<file path="src/rtl/usb_irq_pkg.sv">
`timescale 1ns/1ps
package usb_irq_pkg;

   typedef enum logic [1:0] {
      RA_STAT_FLAG = 2'd0,
      RA_STAT_EN   = 2'd1,
      RA_ERR_FLAG  = 2'd2,
      RA_ERR_EN    = 2'd3
   } reg_addr_e;

   // status tier bit positions (summary sits above the event-driven bits)
   localparam int ST_BUS_RESET = 0;
   localparam int ST_SOF       = 1;
   localparam int ST_XACT_DONE = 2;
   localparam int ST_IDLE      = 3;
   localparam int ST_STALL     = 4;
   localparam int ST_ACTIVITY  = 5;

   // error tier bit positions
   localparam int ER_PID       = 0;
   localparam int ER_CRC5      = 1;
   localparam int ER_CRC16     = 2;
   localparam int ER_BITCOUNT  = 3;
   localparam int ER_TURNAR    = 4;
   localparam int ER_BITSTUFF  = 5;

   function automatic int max_of(input int a, input int b);
      return (a > b) ? a : b;
   endfunction

endpackage

</file>
<file path="src/rtl/usb_irq_bank.sv">
`timescale 1ns/1ps
module usb_irq_bank #(
   parameter int W = 6
) (
   input  logic         clk_i,
   input  logic         rst_ni,
   input  logic [W-1:0] set_i,
   input  logic         clr_wr_i,
   input  logic [W-1:0] clr_mask_i,
   input  logic         en_wr_i,
   input  logic [W-1:0] en_data_i,
   output logic [W-1:0] flag_o,
   output logic [W-1:0] en_o,
   output logic         pend_o
);

   if (W < 1) begin : g_bad_width
      $error("usb_irq_bank: W must be at least 1");
   end

   logic [W-1:0] flag_q;
   logic [W-1:0] en_q;
   logic [W-1:0] clr_eff;

   assign clr_eff = clr_wr_i ? clr_mask_i : '0;

   always_ff @(posedge clk_i or negedge rst_ni) begin
      if (!rst_ni) begin
         flag_q <= '0;
      end else begin
         // set has priority over a simultaneous clear
         flag_q <= (flag_q & ~clr_eff) | set_i;
      end
   end

   always_ff @(posedge clk_i or negedge rst_ni) begin
      if (!rst_ni) begin
         en_q <= '0;
      end else if (en_wr_i) begin
         en_q <= en_data_i;
      end
   end

   assign flag_o = flag_q;
   assign en_o   = en_q;
   assign pend_o = |(flag_q & en_q);

   for (genvar i = 0; i < W; i++) begin : g_bit_chk

      flag_set_chk: assert property (@(posedge clk_i) disable iff (!rst_ni)
         set_i[i] |=> flag_q[i]);


      flag_clear_chk: assert property (@(posedge clk_i) disable iff (!rst_ni)
         (clr_wr_i && clr_mask_i[i] && !set_i[i]) |=> !flag_q[i]);
   end


   en_hold_chk: assert property (@(posedge clk_i) disable iff (!rst_ni)
      !en_wr_i |=> $stable(en_q));

endmodule

</file>
<file path="src/rtl/usb_irq_regif.sv">
`timescale 1ns/1ps
module usb_irq_regif
   import usb_irq_pkg::*;
#(
   parameter int DATA_W = 8,
   parameter int STAT_N = 7,
   parameter int ERR_N  = 6
) (
   input  logic [1:0]        addr_i,
   input  logic              wr_i,
   input  logic [DATA_W-1:0] wdata_i,
   input  logic [STAT_N-1:0] stat_flag_i,
   input  logic [STAT_N-1:0] stat_en_i,
   input  logic [ERR_N-1:0]  err_flag_i,
   input  logic [ERR_N-1:0]  err_en_i,
   output logic              stat_clr_wr_o,
   output logic              stat_en_wr_o,
   output logic              err_clr_wr_o,
   output logic              err_en_wr_o,
   output logic [STAT_N-1:0] stat_data_o,
   output logic [ERR_N-1:0]  err_data_o,
   output logic [DATA_W-1:0] rdata_o
);

   localparam int MAX_N = max_of(STAT_N, ERR_N);

   if (DATA_W < MAX_N) begin : g_bad_data_w
      $error("usb_irq_regif: DATA_W narrower than a tier");
   end

   if (DATA_W > MAX_N) begin : g_spare_bits
      logic unused_wbits;
      assign unused_wbits = ^wdata_i[DATA_W-1:MAX_N];
   end

   reg_addr_e sel;
   assign sel = reg_addr_e'(addr_i);

   assign stat_clr_wr_o = wr_i && (sel == RA_STAT_FLAG);
   assign stat_en_wr_o  = wr_i && (sel == RA_STAT_EN);
   assign err_clr_wr_o  = wr_i && (sel == RA_ERR_FLAG);
   assign err_en_wr_o   = wr_i && (sel == RA_ERR_EN);

   assign stat_data_o = wdata_i[STAT_N-1:0];
   assign err_data_o  = wdata_i[ERR_N-1:0];

   always_comb begin
      unique case (sel)
         RA_STAT_FLAG: rdata_o = DATA_W'(stat_flag_i);
         RA_STAT_EN:   rdata_o = DATA_W'(stat_en_i);
         RA_ERR_FLAG:  rdata_o = DATA_W'(err_flag_i);
         RA_ERR_EN:    rdata_o = DATA_W'(err_en_i);
         default:      rdata_o = '0;
      endcase
   end

endmodule

</file>
<file path="src/rtl/usb_irq_funnel.sv">
`timescale 1ns/1ps
module usb_irq_funnel #(
   parameter int DATA_W     = 8,
   parameter int STAT_EVT_N = 6,
   parameter int ERR_N      = 6
) (
   input  logic                  clk_i,
   input  logic                  rst_ni,
   input  logic [STAT_EVT_N-1:0] stat_evt_i,
   input  logic [ERR_N-1:0]      err_evt_i,
   input  logic [1:0]            reg_addr_i,
   input  logic                  reg_wr_i,
   input  logic [DATA_W-1:0]     reg_wdata_i,
   output logic [DATA_W-1:0]     reg_rdata_o,
   output logic                  irq_o
);

   localparam int STAT_N  = STAT_EVT_N + 1;
   localparam int SUM_BIT = STAT_EVT_N;

   if (STAT_EVT_N < 1 || ERR_N < 1) begin : g_bad_counts
      $error("usb_irq_funnel: each tier needs at least one event");
   end

   logic              stat_clr_wr, stat_en_wr, err_clr_wr, err_en_wr;
   logic [STAT_N-1:0] stat_data;
   logic [ERR_N-1:0]  err_data;
   logic [STAT_N-1:0] stat_flag, stat_en, stat_set;
   logic [ERR_N-1:0]  err_flag, err_en;
   logic              err_pend, stat_pend;
   logic              irq_q;

   usb_irq_regif #(
      .DATA_W (DATA_W),
      .STAT_N (STAT_N),
      .ERR_N  (ERR_N)
   ) u_regif (
      .addr_i        (reg_addr_i),
      .wr_i          (reg_wr_i),
      .wdata_i       (reg_wdata_i),
      .stat_flag_i   (stat_flag),
      .stat_en_i     (stat_en),
      .err_flag_i    (err_flag),
      .err_en_i      (err_en),
      .stat_clr_wr_o (stat_clr_wr),
      .stat_en_wr_o  (stat_en_wr),
      .err_clr_wr_o  (err_clr_wr),
      .err_en_wr_o   (err_en_wr),
      .stat_data_o   (stat_data),
      .err_data_o    (err_data),
      .rdata_o       (reg_rdata_o)
   );

   usb_irq_bank #(.W(ERR_N)) u_err_bank (
      .clk_i      (clk_i),
      .rst_ni     (rst_ni),
      .set_i      (err_evt_i),
      .clr_wr_i   (err_clr_wr),
      .clr_mask_i (err_data),
      .en_wr_i    (err_en_wr),
      .en_data_i  (err_data),
      .flag_o     (err_flag),
      .en_o       (err_en),
      .pend_o     (err_pend)
   );

   // summary is re-asserted every cycle an enabled error flag is held
   assign stat_set = {err_pend, stat_evt_i};

   usb_irq_bank #(.W(STAT_N)) u_stat_bank (
      .clk_i      (clk_i),
      .rst_ni     (rst_ni),
      .set_i      (stat_set),
      .clr_wr_i   (stat_clr_wr),
      .clr_mask_i (stat_data),
      .en_wr_i    (stat_en_wr),
      .en_data_i  (stat_data),
      .flag_o     (stat_flag),
      .en_o       (stat_en),
      .pend_o     (stat_pend)
   );

   always_ff @(posedge clk_i or negedge rst_ni) begin
      if (!rst_ni) begin
         irq_q <= 1'b0;
      end else begin
         irq_q <= stat_pend;
      end
   end

   assign irq_o = irq_q;


   summary_follow_chk: assert property (@(posedge clk_i) disable iff (!rst_ni)
      err_pend |=> stat_flag[SUM_BIT]);


   summary_hold_chk: assert property (@(posedge clk_i) disable iff (!rst_ni)
      (stat_flag[SUM_BIT] && err_pend) |=> stat_flag[SUM_BIT]);


   irq_masked_chk: assert property (@(posedge clk_i) disable iff (!rst_ni)
      (stat_en == '0) |=> !irq_o);


   irq_needs_flag_chk: assert property (@(posedge clk_i) disable iff (!rst_ni)
      (stat_flag == '0) |=> !irq_o);

endmodule

</file>
<file path="config.mk">
export PLATFORM = sky130hd
export DESIGN_NAME = usb_irq_funnel
export DESIGN_NICKNAME = d
export VERILOG_FILES = /design/src/rtl/usb_irq_pkg.sv /design/src/rtl/usb_irq_bank.sv /design/src/rtl/usb_irq_regif.sv /design/src/rtl/usb_irq_funnel.sv
export SDC_FILE = /design/constraint.sdc
export NUM_CORES = 1
export LEC_CHECK = 0
export BUFFER_PORTS_ARGS = -buffer_cell sky130_fd_sc_hd__buf_2
export CAP_MARGIN = 15
export CORE_UTILIZATION = 51
export DETAILED_ROUTE_END_ITERATION = 6
export HOLD_SLACK_MARGIN = 0.06
export PLACE_DENSITY = 0.78
export SYNTH_ARGS = -nofsm -noshare
export SYNTH_HDL_FRONTEND = slang
export SYNTH_SLANG_ARGS = --single-unit
</file>
<file path="constraint.sdc">
create_clock -name clk_i -period 1.22 [get_ports clk_i]
set_input_delay 0.061 -clock clk_i [delete_from_list [all_inputs] [get_ports clk_i]]
set_output_delay 0.061 -clock clk_i [all_outputs]
set_load 0.005 [all_outputs]
</file>
Yosys cells after proc, flatten, opt, wreduce, memory -nomap -nowiden:

Cells that the tools add are included.

* input port bits: 25
* output and inout port bits: 9
* flip-flop bits (word level): 27
* logic and storage cells: 26

* eq/ne operators: 3
* bitwise gates (word level): 8
* muxes and demuxes: 3
* reduce and logical (&&, ||, !) cells: 7

Operators with widths (number)
* case mux 8 bit (4 select lines): 1
* AND 7 bit: 2
* AND 6 bit: 2
* 2-to-1 mux 7 bit: 1
* inverter 7 bit: 1
* OR 7 bit: 1
* OR reduction 7 bit: 1
* 2-to-1 mux 6 bit: 1
* inverter 6 bit: 1
* OR 6 bit: 1
* OR reduction 6 bit: 1
* == test 2 bit (second input constant): 2
* logical AND 1 bit: 4
* == test 2 x 1 -> 1 bit (second input constant): 1
* zero test 2 bit: 1

Depth between registers and ports, before layout:

Gate-level depths: netlist of the first run.

* depth after elaboration: 6
* mapped depth: 4
* gate-level depth less buffers: 3

Cells and area by module:

A second synthesis of the first run with hierarchy kept.

* cell total of the unflattened synthesis: 106
* area, all modules: 1407.6 µm²

By module, submodules not included
* usb_irq_bank (u_stat_bank): instances 1, cells each 40, seq. area each 350.3 µm², area each 575.6 µm²
* usb_irq_bank (u_err_bank): instances 1, cells each 35, seq. area each 300.3 µm², area each 496.7 µm²
* usb_irq_regif: instances 1, cells each 30, seq. area each 0.0 µm², area each 310.3 µm²
* usb_irq_funnel: instances 1, cells each 1, seq. area each 25.0 µm², area each 25.0 µm²

Worst setup path after synthesis of the first run:

No wires, ideal clock.

* kind: reg-to-reg
* from: reg u_stat_bank.en_q[3], in the netlist u_stat_bank.en_o[3]
* to: reg irq_q, in the netlist irq_o
* slack: 0.324 ns
* cell stages (with the launch flop): 3
* data required time: 1.081 ns
* period minus slack after synthesis: 0.896 ns
* setup time: 0.139 ns
* path buffers: 0
* data arrival time: 0.757 ns
* cells stage by stage: dfrtp_1 -> a222oi_1 -> nand3_1

* longest elaborated chain between the ends: 2

RTL lines
* start, declared: RTL line usb_irq_bank.sv:22 `logic [W-1:0] en_q;`
* start signal, assigned: RTL line usb_irq_bank.sv:40 `en_q <= en_data_i;`
* AND 7 bit: RTL line usb_irq_bank.sv:46 `assign pend_o = |(flag_q & en_q);`
* OR reduction 7 bit: RTL line usb_irq_bank.sv:46
* via stat_pend: RTL line usb_irq_funnel.sv:30 `logic err_pend, stat_pend;`
* end signal, assigned: RTL line usb_irq_funnel.sv:87 `irq_q <= stat_pend;`
* end, declared: RTL line usb_irq_funnel.sv:31 `logic irq_q;`

The timed path passes the listed nets, and every way through them passes these cells.
A chain may end at the register's enable or synchronous reset.

Final worst setup path of the first run:

* from: reg u_err_bank.en_q[1], in the netlist u_err_bank.en_o[1]
* to: out reg_rdata_o[1]

* longest elaborated chain between the ends: 1

RTL lines
* start, declared: RTL line usb_irq_bank.sv:22
* start signal, assigned: RTL line usb_irq_bank.sv:40
* case mux 8 bit (4 select lines): RTL line usb_irq_regif.sv:48 `unique case (sel)`
* end, declared: RTL line usb_irq_funnel.sv:14 `output logic [DATA_W-1:0] reg_rdata_o,`

No other way between the ends. The select of a mux whose other input is x is not followed.

==> results of run 1 <==
==> layer usage <==
metal	GRT usage, %	vias up	wire [microns]
met3	3.51	6	155
li1	-	498	-
met4	11.7	0	43
met1	31.7	537	1330
met2	43.3	47	1630
met5	0	-	0
==> Yosys cell counts <==
cell,instances,area share [%]
conb_1,1,0.30
nand2_1,13,3.9
nand3b_4,1,1.6
nand3_2,1,0.79
buf_4,3,1.8
mux2_1,6,5.3
nor3b_4,1,1.5
nand3_1,2,0.79
nor2_1,1,0.30
mux2i_1,1,0.79
mux2_2,7,6.2
dfrtp_1,27,53
and3b_1,1,0.69
mux4_2,6,11
buf_2,1,0.40
a222oi_1,1,0.79
a22oi_1,5,3.0
a21o_1,13,7.7
==> kinds of logic after synthesis <==
group / count (synthesis) / synth area share, %
flip-flops: 27 / 53.5
multiplexers: 20 / 23.1
AND/OR/NAND/NOR: 20 / 9.51
AO/OA/AOI/OAI: 19 / 11.5
buffers and inverters: 4 / 2.18
other: 1 / 0.297
==> cells in the final DEF (no fill, tap or decap) <==
master         count
buf_4             29
a21o_1            13
mux2_1             6
nand3_2            1
mux4_2             6
nand2_1           13
mux2_2             7
clkbuf_4           3
dfrtp_1           27
clkinv_2           1
nor2_1             1
mux2i_1            1
buf_2             31
conb_1             1
nor3b_4            1
a22oi_1            3
a222oi_1           1
a22oi_2            2
nand3b_4           1
dlygate4sd3_1     20
and3b_1            1
nand3_1            2
==> sequential cells by signal (all words and copies together) (netlist names) <==
register,flops
irq_o,1
u_err_bank.en_o,6
u_stat_bank.en_o,7
u_stat_bank.flag_o,7
u_err_bank.flag_o,6
==> worst reg2reg max path: cells and delay by family (launching register included) <==
family          cells  cell delay (ns)
compound gates      1             0.36
simple gates        1             0.13
flops               1             0.41
buf+inv             2             0.25
==> cell type report <==
class                           count  area [sq um]  share of cell area, %
Multi-Input combinational cell     60           571                   30.3
Clock inverter                      1          5.00                  0.266
Tap cell                           28          35.0                   1.86
Timing Repair Buffer               80           573                   30.5
Sequential cell                    27           676                   35.9
Clock buffer                        3          22.5                   1.20
==> where the power goes <==
group	leakage (nW)	internal [W]	total, W	switching [W]
clock	0.0177	0.000123	0.000385	0.000262
sequential	0.281	0.000991	0.00105	0.0000565
combinational	0.525	0.000374	0.000595	0.000221
==> stage by stage <==
| step | util, % | hold WS (ns) | TNS [ns] | setup WS, ns | std cells |
|---|---|---|---|---|---|
| 2_1_floorplan | - | -0.235 | 0 | 0.324 | 91 |
| 3_3_place_gp | 62.7 | 0.0959 | 0 | 0.0954 | 146 |
| 3_5_place_dp | 62.7 | 0.0946 | 0 | 0.0751 | 146 |
| 4_1_cts | 80.3 | 0.188 | -1.03 | -0.184 | 193 |
| 5_1_grt | 82.7 | 0.194 | -1.41 | -0.232 | 199 |
| 6_report | 82.7 | 0.199 | -1.14 | -0.198 | 199 |
==> path summary, 6_finish.rpt <==
check / from / end / slack [ns] / cells after the start
min in group asynchronous: rst_ni / u_err_bank.en_o[5] / 0.26 / 2
worst min-delay path: reg_wr_i / u_stat_bank.en_o[3] / 0.20 / 3
worst max-delay path: u_err_bank.en_o[1] / reg_rdata_o[1] / -0.20 / 2
max in group asynchronous: rst_ni / u_stat_bank.en_o[5] / 0.57 / 2
worst max register to register: u_stat_bank.en_o[3] / irq_o / -0.06 / 4
worst min register to register: u_stat_bank.flag_o[6] / u_stat_bank.flag_o[6] / 0.54 / 1
==> what timing repair did <==
action                                  in CTS  in global routing
endpoints found under the setup margin       6                  6
gates resized for setup                      0                  2
hold buffers                                20                  0
setup buffers                               23                  6
hold endpoints to repair                    53                  0
==> metrics.yaml, run 1 <==
nets: 197
cap_violations: 0
drive_gt1_share_pct: 48.0
detail-route-antenna-nets: 0
cts_tree: "yes"
slew_viol_final: 0
finalSetupViolCount: 7
max_freq_mhz: 705
ir_worst_vdd_mv: 1.16
htree_levels: 1
status: "finished with violations"
synth-seq-area-share_pct: 53.5
cp-start-kind: "flop"
dieWidth_microns: 51.8
root_buffer: "clkbuf_4"
rsz0062_at_grt: "yes"
ys_seq_elements: 27
vias: 1088
io_buffers: 31
required_ns: 1.16
path_cells: "mux4_2 -> buf_2"
numCtsBuffers: 3
start_util_pct: 55.5
wl_per_cell_microns: 15.9
final.setup_skew_ns: 0.0110
arrival_ns: 1.36
cp-end-kind: "output port"
power_density_nw_per_um2: 1080
finalPower_w: 0.00203
die_h_microns: 51.8
grt_pass1_wl_mm: 4.91
min_period_over_period_pct: 116
area_delta_synth_final_pct: 48.9
n_antenna_cell: 0
violations: "negative setup slack"
core_area_sq_um: 2280
drc: 0
clockBufferDepth: 2
dpl-instance-area_sq_um: 1430
finalHoldViolations: 0
ioPinCount: 34
path_clk_slew_ns: 0.15
drt-pass1-iter-count: 4
synth_cell_types: 18
synth_nets: 116
worst_slew_pin_slew_ns: 0.600
leakagePower_nw: 0.824
slowest_stage: "mux4_2"
fill_cells: 124
maxSlewHeadroom_pct: 60.0
hp-class: "input port to flop"
yosys_warnings: 0
avgViaCountPerCell: 5.47
routed_wl_mm: 3.16
rows: 17
final_area_sq_um: 1880
min_period_ns: 1.42
die_area_sq_um: 2680
grt_pass1_vias: 1118
fin_ws_ns: -0.198
netlist_area_sq_um: 1260
drt-initial-drc-count: 23
syn_inst: 91
path_class: "flop to output port"
grt_use_total_pct: 25.3
gp_congestion: 0.741
cp_num_buf_inv: 1
cpLargestDelayFamily: "multiplexers"
grt.overflow.total: 0
clk_latency_ns: 0.32
cts_num_sinks: 27
detailed_place_hpwl_mm: 1.83
crit_path_max_incr_delay_ns: 0.47
cp_max_fo: 2
avgSynthCellArea_sq_um: 13.9
grt_max_degree: 28
antenna_found_initial: 0
No activity file was read; power rests on OpenSTA's default activity.
==> run 2, diff against run 1 <==
ABC_CLOCK_PERIOD_IN_PS = 1220   (was not set)
SKIP_LAST_GASP = 1   (was not set)
==> run 2 against run 1 <==
Against the previous run: the run still ends with negative setup slack left; sequential share of layout area grew 0.19 points; maximum frequency down 0.22%; critical endpoint is now reg_rdata_o[4]; cell count is the same; critical path type unchanged; routed wire length shrank 0.28%; final area decreased by 0.53%.
==> metrics.yaml, run 2 (synthesis gave the netlist of run 1 again) <==
use_met3_pct: 3.51
grtUsageMet2_pct: 43.3
ioPinCount: 34
slowest_stage: "mux4_2"
detail-route-antenna-nets: 0
start_util_pct: 55.5
die_area_sq_um: 2680
routed_wl_mm: 3.15
worst_slew_pin_slew_ns: 0.592
core_area_sq_um: 2280
clockBufferDepth: 2
ir_worst_vdd_mv: 1.15
crit_path_max_incr_delay_ns: 0.47
min_period_over_period_pct: 116
arrival_ns: 1.36
power_density_nw_per_um2: 1080
cap_violations: 0
cp-start-kind: "flop"
numCtsBuffers: 3
rsz0062_at_grt: "yes"
use_met1_pct: 31.7
hp-class: "input port to flop"
avgViaCountPerCell: 5.42
final_common_cell: "buf_2"
htree_levels: 1
rows: 17
cp_num_buf_inv: 1
finalHoldViolations: 0
grt_pass1_vias: 1118
vias: 1079
die_h_microns: 51.8
n_antenna_cell: 0
required_ns: 1.16
drive_gt1_share_pct: 46.8
dieWidth_microns: 51.8
path_cells: "mux4_2 -> buf_2"
wl_per_cell_microns: 15.8
placed_cells: 146
cts_num_sinks: 27
grt-busiest-layer: "met2"
finalSetupViolCount: 7
drt-initial-drc-count: 13
drt-pass1-iter-count: 4
fin_ws_ns: -0.201
root_buffer: "clkbuf_4"
gp_congestion: 0.741
cp-end-kind: "output port"
nets: 197
drc: 0
leakagePower_nw: 0.823
max_freq_mhz: 704
detailed_place_hpwl_mm: 1.83
preCtsSetupSlack_ns: 0.0751
path_clk_slew_ns: 0.15
path_class: "flop to output port"
final.setup_skew_ns: 0.0117
slew_viol_final: 0
mostFrequentLayoutCells: "31 x buf_2, 29 x buf_4, 27 x dfrtp_1, 20 x dlygate4sd3_1"
fin_cells: 199
cpLargestDelayFamily: "multiplexers"
cts_tree: "yes"
violations: "negative setup slack"
antenna_found_initial: 0
io_buffers: 31
status: "finished with violations"
maxSlewHeadroom_pct: 60.5
grt.overflow.total: 0
cp_max_fo: 2
grt_pass1_wl_mm: 4.91
grt_max_degree: 28
clk_latency_ns: 0.32
area_delta_synth_final_pct: 48.1
grt_use_total_pct: 25.3
min_period_ns: 1.42
run 2: cell type report:
cell class              instances  area, sq um
well taps                      28         35.0
repair buffers                 80          573
clock inverters                 1         5.00
multi-input cells              60          561
flip-flops and latches         27          676
fillers                       128          404
clock buffers                   3         22.5
run 2: worst paths after layout:
check / from / end / slack (ns) / cells past startpoint
max: u_stat_bank.en_o[4] / reg_rdata_o[4] / -0.20 / 2
min: reg_wr_i / u_stat_bank.en_o[1] / 0.20 / 3
max reg2reg: u_stat_bank.en_o[3] / irq_o / -0.08 / 4
min reg2reg: u_stat_bank.flag_o[6] / u_stat_bank.flag_o[6] / 0.54 / 1
max in group asynchronous: rst_ni / u_stat_bank.en_o[0] / 0.57 / 2
min in group asynchronous: rst_ni / u_err_bank.en_o[5] / 0.25 / 2
run 2: routing by layer:
metal | up-vias | wire, microns | part of all wire (%)
met5 | - | 0 | 0
met4 | 0 | 85 | 2.7
met3 | 11 | 166 | 5.3
met2 | 48 | 1610 | 51
met1 | 523 | 1300 | 41
li1 | 497 | - | -
run 2: repair_timing:
action                     4_1_cts  5_1_grt
pin swaps                        0        0
hold buffers                    20        0
hold endpoints to repair        53        0
resized for setup                0        0
buffers inserted                23        6
setup endpoints to repair        6        6
run 2: power by group:
group / internal (W) / leakage, nW / total (W) / switching (W)
Sequential: 0.000991 / 0.281 / 0.00105 / 0.0000581
Combinational: 0.000368 / 0.525 / 0.000584 / 0.000215
Clock: 0.000123 / 0.0177 / 0.000382 / 0.000259
Total: 0.00148 / 0.823 / 0.00201 / 0.000533
run 2: worst register-to-register path, stage by stage, from the launching register on:
cell and delay (ns):
dfrtp_1 0.41, buf_4 0.13, buf_4 0.12, a222oi_1 0.36, nand3_1 0.14
run 2: per-stage QoR:
step / util (%) / instance area [sq um] / TNS, ns / hold slack [ns] / total power [W]
floorplan: - / 1260 / 0 / -0.235 / 0.00127
CTS: 80.3 / 1830 / -1.03 / 0.188 / 0.00195
finish: 82.2 / 1870 / -1.16 / 0.195 / 0.00201
detailed placement: 62.7 / 1430 / 0 / 0.0946 / 0.00141
global route: 82.2 / 1870 / -1.41 / 0.197 / 0.00211
global placement: 62.7 / 1430 / 0 / 0.0959 / 0.00139
